--- config.mk ---
export PLATFORM = sky130hd
export DESIGN_NAME = rxbuf_stat
export DESIGN_NICKNAME = d
export VERILOG_FILES = /design/src/rtl/rxbs_pkg.sv /design/src/rtl/rxbs_arm.sv /design/src/rtl/rxbs_capture.sv /design/src/rtl/rxbuf_stat.sv
export SDC_FILE = /design/constraint.sdc
export NUM_CORES = 1
export LEC_CHECK = 0
export ABC_AREA = 1
export ABC_CLOCK_PERIOD_IN_PS = 2600
export BUFFER_PORTS_ARGS = -buffer_cell sky130_fd_sc_hd__buf_4
export CAP_MARGIN = 0
export CORE_ASPECT_RATIO = 1.2
export CORE_MARGIN = 3
export CORE_UTILIZATION = 25
export DETAILED_ROUTE_END_ITERATION = 7
export HOLD_SLACK_MARGIN = 0.06
export PLACE_DENSITY = 0.52
export RECOVER_POWER = 100
export SLEW_MARGIN = 15
export SYNTH_ARGS = -nofsm -noshare
export SYNTH_HDL_FRONTEND = slang
export SYNTH_SLANG_ARGS = --single-unit
--- constraint.sdc ---
create_clock -name clk -period 2.6 [get_ports clk]
set_clock_uncertainty 0.2 [all_clocks]
set_input_delay 0.13 -clock clk [delete_from_list [all_inputs] [get_ports clk]]
set_output_delay 0.13 -clock clk [all_outputs]
set_load 0.03 [all_outputs]
--- src/rtl/rxbs_pkg.sv ---
package rxbs_pkg;
   localparam int FLAG_FULL = 0;
   localparam int FLAG_OVR  = 1;
   localparam int NFLAGS    = 2;

   typedef struct packed {
      logic ovr;
      logic full;
   } rxbs_flags_t;
endpackage

--- src/rtl/rxbs_arm.sv ---
module rxbs_arm (
   input  logic clk,
   input  logic rst_n,
   input  logic standby,
   input  logic flag,
   input  logic rd_hit,
   input  logic wr_hit,
   input  logic wbit,
   output logic clr
);
   logic arm_q;

   assign clr = wr_hit & ~wbit & arm_q;

   always_ff @(posedge clk or negedge rst_n) begin
      if (!rst_n)
         arm_q <= 1'b0;
      else if (standby)
         arm_q <= 1'b0;
      else if (clr)
         arm_q <= 1'b0;
      else if (rd_hit && flag)
         arm_q <= 1'b1;
   end
endmodule

--- src/rtl/rxbs_capture.sv ---
module rxbs_capture #(
   parameter int DATA_W = 8
) (
   input  logic              clk,
   input  logic              rst_n,
   input  logic              standby,
   input  logic              accept,
   input  logic [DATA_W-1:0] fr_data,
   input  logic              clr_full,
   input  logic              clr_ovr,
   output logic              full_q,
   output logic              ovr_q,
   output logic [DATA_W-1:0] data_q
);
   logic f_mid, o_mid, take, load, full_n, ovr_n;

   always_comb begin
      f_mid  = full_q & ~clr_full;
      o_mid  = ovr_q & ~clr_ovr;
      take   = accept & ~o_mid;
      load   = take & ~f_mid;
      full_n = f_mid | take;
      ovr_n  = o_mid | (take & f_mid);
   end

   always_ff @(posedge clk or negedge rst_n) begin
      if (!rst_n) begin
         full_q <= 1'b0;
         ovr_q  <= 1'b0;
         data_q <= '0;
      end else if (standby) begin
         full_q <= 1'b0;
         ovr_q  <= 1'b0;
      end else begin
         full_q <= full_n;
         ovr_q  <= ovr_n;
         if (load)
            data_q <= fr_data;
      end
   end
endmodule

--- src/rtl/rxbuf_stat.sv ---
module rxbuf_stat
   import rxbs_pkg::*;
#(
   parameter int DATA_W       = 8,
   parameter int ADDR_W       = 1,
   parameter int STAT_ADDR    = 0,
   parameter int DATA_ADDR    = 1,
   parameter int FULL_POS     = 1,
   parameter int OVR_POS      = 0,
   parameter bit SYNC_TX_GATE = 1'b1
) (
   input  logic              clk,
   input  logic              rst_n,
   input  logic              standby,
   input  logic              rx_en,
   input  logic              sync_mode,
   input  logic              fr_done,
   input  logic              fr_err,
   input  logic [DATA_W-1:0] fr_data,
   input  logic [ADDR_W-1:0] reg_sel,
   input  logic              reg_rd,
   input  logic              reg_wr,
   input  logic [DATA_W-1:0] reg_wdata,
   output logic [DATA_W-1:0] reg_rdata,
   output logic              full_o,
   output logic              ovr_o,
   output logic              tx_inhibit
);
   localparam logic [ADDR_W-1:0] STAT_A = ADDR_W'(STAT_ADDR);
   localparam logic [ADDR_W-1:0] DATA_A = ADDR_W'(DATA_ADDR);

   if (DATA_W < 2) begin : g_bad_width
      $error("DATA_W must hold both flag bits");
   end
   if (FULL_POS == OVR_POS || FULL_POS >= DATA_W || OVR_POS >= DATA_W) begin : g_bad_pos
      $error("flag bit positions must be distinct and inside DATA_W");
   end
   if (STAT_ADDR == DATA_ADDR || STAT_ADDR >= (1 << ADDR_W) || DATA_ADDR >= (1 << ADDR_W)) begin : g_bad_addr
      $error("register addresses must be distinct and fit ADDR_W");
   end

   logic              stat_rd, stat_wr, accept;
   logic [NFLAGS-1:0] flag_vec, wbit_vec, clr_vec;
   logic [DATA_W-1:0] rx_data_q;
   rxbs_flags_t       flags;

   assign stat_rd = reg_rd & (reg_sel == STAT_A);
   assign stat_wr = reg_wr & (reg_sel == STAT_A);
   assign accept  = fr_done & rx_en & ~fr_err;

   assign flags.full = full_o;
   assign flags.ovr  = ovr_o;

   assign flag_vec[FLAG_FULL] = flags.full;
   assign flag_vec[FLAG_OVR]  = flags.ovr;
   assign wbit_vec[FLAG_FULL] = reg_wdata[FULL_POS];
   assign wbit_vec[FLAG_OVR]  = reg_wdata[OVR_POS];

   for (genvar g = 0; g < NFLAGS; g++) begin : g_arm
      rxbs_arm u_arm (
         .clk    (clk),
         .rst_n  (rst_n),
         .standby(standby),
         .flag   (flag_vec[g]),
         .rd_hit (stat_rd),
         .wr_hit (stat_wr),
         .wbit   (wbit_vec[g]),
         .clr    (clr_vec[g])
      );
   end

   rxbs_capture #(.DATA_W(DATA_W)) u_cap (
      .clk     (clk),
      .rst_n   (rst_n),
      .standby (standby),
      .accept  (accept),
      .fr_data (fr_data),
      .clr_full(clr_vec[FLAG_FULL]),
      .clr_ovr (clr_vec[FLAG_OVR]),
      .full_q  (full_o),
      .ovr_q   (ovr_o),
      .data_q  (rx_data_q)
   );

   always_comb begin
      reg_rdata = '0;
      if (reg_sel == STAT_A) begin
         reg_rdata[FULL_POS] = flags.full;
         reg_rdata[OVR_POS]  = flags.ovr;
      end else if (reg_sel == DATA_A) begin
         reg_rdata = rx_data_q;
      end
   end

   if (SYNC_TX_GATE) begin : g_tx_gate
      assign tx_inhibit = flags.ovr & sync_mode;
   end else begin : g_no_tx_gate
      assign tx_inhibit = 1'b0;
   end
endmodule

### Yosys cells after proc, flatten, opt, wreduce, memory -nomap -nowiden

Cells that the tools add are included.

* input port bits: 26
* latch bits: 0
* logic and storage cells: 45
* memories: 0
* RAM bits: 0
* register bits: 12
* output and inout bits: 11
* memory bits (read-only): 0

* multipliers: 0
* bitwise gates (word level): 25
* add/sub/neg operators: 0
* shift-type cells: 0
* reductions and logical operators: 5
* eq/ne operators: 0
* magnitude comparators: 0
* divide/modulo/power cells: 0
* muxes and demuxes: 10

Operators by type and width (number)
* 1-bit bitwise AND: 14
* 1-bit inverter: 9
* 1-bit 2-to-1 mux: 8
* 6-bit 2-to-1 mux: 1
* 3-bit nonzero test: 2
* 1-bit logical AND: 2
* 2-bit 2-to-1 mux: 1
* 1-bit OR: 2
* 2-bit AND reduction: 1

### Depth between registers and ports, before layout

* depth in word-level cells: 11
* mapped depth: 7
* gate-level depth less buffers: 7

### By module

A second synthesis with hierarchy kept.

* cells, all modules: 91
* area, all modules: 663.1 um2

Modules (own cells, without submodules)
* rxbs_capture: times used 1, seq. area each 250.2 um2, cells an instance 45, area an instance 430.4 um2
* rxbuf_stat: times used 1, seq. area each 0.0 um2, cells an instance 28, area an instance 117.6 um2
* rxbs_arm: times used 2, seq. area each 25.0 um2, cells an instance 9, area an instance 57.6 um2

### Least setup slack after synthesis

Ideal clock, no wire load.

* path kind: register to register
* from: register u_cap.full_q
* to: register u_cap.data_q[0]
* path buffers: 0
* data arrival time: 1.045 ns
* setup slack: 1.239 ns
* period minus slack after synthesis: 1.361 ns
* library setup time: 0.117 ns
* cell stages (with the launch flop): 5
* required time: 2.283 ns
* cell sequence: dfrtp_1 -> a21oi_4 -> nand2_4 -> nand2_1 -> nand2_1

* cells in the longest elaborated chain, start to end: 4

Ends and longest elaborated chain
* start, declared: line rxbs_capture.sv:11 `output logic full_q,`
* start signal, assigned: line rxbs_capture.sv:35 `full_q <= full_n;`
* 1-bit bitwise AND: line rxbs_capture.sv:18 `f_mid = full_q & ~clr_full;`
* 1-bit inverter: line rxbs_capture.sv:21 `load = take & ~f_mid;`
* 1-bit bitwise AND: line rxbs_capture.sv:21
* 2-bit AND reduction (no line)
* end signal, assigned: line rxbs_capture.sv:38 `data_q <= fr_data;`
* end, declared: line rxbs_capture.sv:13 `output logic [DATA_W-1:0] data_q`

No other way between the ends.
A chain may end at the register's enable or synchronous reset.

### Worst setup path after layout

* from: input fr_err
* to: register u_cap.data_q[4]

* cells in the longest elaborated chain, start to end: 5

Ends and longest elaborated chain
* start, declared: line rxbuf_stat.sv:18 `input logic fr_err,`
* 1-bit inverter: line rxbuf_stat.sv:49 `assign accept = fr_done & rx_en & ~fr_err;`
* 1-bit bitwise AND: line rxbuf_stat.sv:49
* 1-bit bitwise AND: line rxbs_capture.sv:20 `take = accept & ~o_mid;`
* 1-bit bitwise AND: line rxbs_capture.sv:21
* 2-bit AND reduction (no line)

No other way between the ends.

==> results <==
- The maximum number of pins on one net before global-route repair is 13.
- The count of final max-slew check failures is 0.
- The setup TNS after final layout is 0 ps.
- In the synthesized netlist, the number of instances is between 80 and 90.
- In the layout the commonest cells are sky130_fd_sc_hd__nand2_1, sky130_fd_sc_hd__buf_4, sky130_fd_sc_hd__dlygate4sd3_1, sky130_fd_sc_hd__dfrtp_1, sky130_fd_sc_hd__clkbuf_1.
- The routed design could run at a clock period as short as between 1500 and 2000 ps.
- The number of sinks handled by clock tree synthesis is 12.
- The detail route stage leaves a number of antenna-violating nets equal to 0.
- Counting cells, the worst reg-to-reg path comes to 7.
- The signal on the critical path passes through dlygate4sd3_1 -> clkbuf_4 -> nor2_1 -> a21boi_1 -> nand2_4 -> nand2_1 -> nand2_1.
- Wires add up to 1.58 mm.
- The worst reg2reg path startpoint is g_arm[1].u_arm.arm_q.
- The core region area is ~2400 µm².
- Setup violations remaining at the end of the flow were counted as 0.
- The endpoint arrival time on the critical path is about 1900 ps.
- The cell area after placement is 917 µm².
- The remaining global-route overflow is 0.
- Clock-pin slew was measured on the worst setup and hold paths at around 70 ps.
- The Yosys step of the flow raised 0 warnings.
- The finished cells cover ~1000 µm².
- Across the run, the number of max-cap violations was 0.
- Detailed routing inserted a total of between 600 and 700 vias.
- The area growth from synthesis to layout is 55.0%.
- The initial standard-cell utilization of the core is 0.277.
- The number of fillers in the final layout is around 260.
- The kind of start point of the critical path is an input port.
- For this run, the register share of the synthesized area comes to 0.452.
- The critical path is of the in2reg type.
- The post-synthesis instance area is between 600 and 700 µm².
- The synthesized netlist contains 14 unique library cells.
- The type of the worst min-delay path is in2reg.
- Buffers placed on the I/O ports in this run total 30.
- The number of post-CTS setup repair buffers is 0.
- The cell that appears most often on the critical path is sky130_fd_sc_hd__nand2_1.
- In the global route stage, overall resource usage came out at 0.105.
- The source of the critical timing path is fr_err.
- At the pin with the least slew margin, the transition time is between 700 and 800 ps.
- STA puts the critical path data required time at between 2000 and 3000 ps.
- The slowest stage cell on the critical path is sky130_fd_sc_hd__a21boi_1.
- In this run the tightest slew margin relative to its limit is 0.470.
- The worst supply voltage drop on vdd is between 0.0002 and 0.00025 V.
- The global-route wire length before repair is 2.64 mm.
- After the last flow step, the layout net total stands at 158.
- The floorplan has 19 rows.
- Setup repair after global routing left no endpoint under its margin.
- CTS built an H-tree with a depth of 1.
- After synthesis the netlist holds a flip-flop and latch count of 12.
- The flow ran to the end, and the final reports show no timing, DRC or antenna violations.
- The terminus of the critical flop-to-flop path is u_cap.data_q[4].
- Pin placement for this block handled 37 I/O pins.
- The y dimension of the die is ~62 µm.
- Of all nets on the critical path, the largest fanout is 9.
- The die is about 53 µm wide.
- The net count of the mapped netlist is approximately 110.
- The termination of the worst setup path is u_cap.data_q[4].
- A synthesized cell averages approximately 8 µm².
- The number of detailed-route iterations in the first pass is 4.
- The achievable frequency is roughly 0.52 GHz.
- After clock tree synthesis, the flow added hold-fix buffers numbering 15.
- In the final layout, flip-flops and latches occupy ~300 µm².
- Using the TritonRoute via totals, the vias-per-cell ratio works out to 4.12.
- The final-report hold violation count is 0.
- Dividing the final minimum period by the clock period gives 0.746.
- The total CTS buffers is 3.
- The via count of the first global-routing pass is 664.
- The routability congestion estimate is ~0.73.
- The clock root buffer master is sky130_fd_sc_hd__clkbuf_4.
- Summed over all cells, the static leakage comes to around 0.57 nW.
- The largest single stage delay on the critical path is roughly 670 ps.
- The maximum buffer depth of the clock tree is 2.
- The die covers around 3300 µm².
- The DRC violations left is 0.
- Dividing the detail-routed wire length by the instance count gives approximately 10 µm.
- STA classifies the critical path endpoint as a flip-flop.
- The setup slack on the worst flop-to-flop path is 730 ps.
- The final antenna diode count is 0.
- Leaving out fill and tap cells, the most frequent cell in the layout is sky130_fd_sc_hd__nand2_1.
- Of the cells placed in the final design, the portion with a size suffix greater than 1 is 0.215.
- The clock tree from TritonCTS is yes.
- The number of antenna violations at the first check in global routing is 0.
- After clock tree synthesis, the repair step resized 0 gates.
- Power spread over the standard cell area amounts to between 400 and 500 nW/µm².
- The detailed router's first-iteration violation count is 8.
- The clock insertion delay at the later pin of the skew report is 260 ps.
- Detailed placement ended at an HPWL of approximately 1.1 mm.
- The total area of multi-input combinational cells is 293 µm².
==> routing by layer <==
| metal | GRT usage | share of wire | vias up |
|---|---|---|---|
| li1 | - | - | 356 |
| met1 | 0.123 | 0.42 | 291 |
| met2 | 0.182 | 0.51 | 15 |
| met3 | 0.00716 | 0.050 | 2 |
| met4 | 0.0575 | 0.013 | 0 |
| met5 | 0 | 0 | - |
==> cell usage after synthesis (all sizes together) <==
cell type	n	area, µm²
nand4	2	12.5
nor2	4	33.8
a21oi	5	36.3
buf	1	11.3
dfrtp	12	300
a21boi	1	18.8
nand3	9	45.0
nand2	38	165
inv	11	41.3
==> kinds of logic after synthesis <==
family	share of synthesized area
buffers and inverters	0.0791
AND/OR/NAND/NOR	0.386
flip-flops	0.452
AO/OA/AOI/OAI	0.0829
==> worst min-delay path by stage <==
stage,startpoint,to,slack (ps),cells after the start
5_1_grt,reg_wdata[0],u_cap.full_q,150,6
2_1_floorplan,rst_n,g_arm[0].u_arm.arm_q,-370,0
4_1_cts,reg_wdata[1],g_arm[0].u_arm.arm_q,80,5
6_report,reg_wdata[0],u_cap.full_q,80,6
3_5_place_dp,rst_n,g_arm[0].u_arm.arm_q,-220,1
3_3_place_gp,rst_n,g_arm[0].u_arm.arm_q,-220,1
==> where the power goes <==
part / switching, mW / internal (mW)
combinational: 0.0800 / 0.0567
sequential: 0.0140 / 0.211
clock: 0.0571 / 0.0535
==> area by class of cell <==
cell class,count,area share
Clock buffer,3,0.0219
Inverter,11,0.0401
Tap cell,31,0.0377
Sequential cell,12,0.292
Timing Repair Buffer,45,0.324
Multi-Input combinational cell,59,0.284
==> critical path: cells and delay by family <==
family          cells  cell delay, ps
compound gates      1             670
buf+inv             2             660
simple gates        4             420
==> per-stage QoR <==
step                hold slack, ps  total power, mW   util  instances  worst slack [ps]
global placement              -221            0.364  0.382        143              1110
floorplan                     -366            0.306      -         83              1240
finish                        77.4            0.473  0.429        161               660
CTS                           82.8            0.494  0.454        161               891
detailed placement            -222            0.366  0.382        143              1100
global route                   148            0.505  0.429        161               534
==> state kept, by name, summed over array words and instances, names as in the netlist <==
register and count:
u_cap.data_q 8, u_cap.ovr_q 1, g_arm.u_arm.arm_q 2, u_cap.full_q 1
Power figures use the tool's default switching activity.
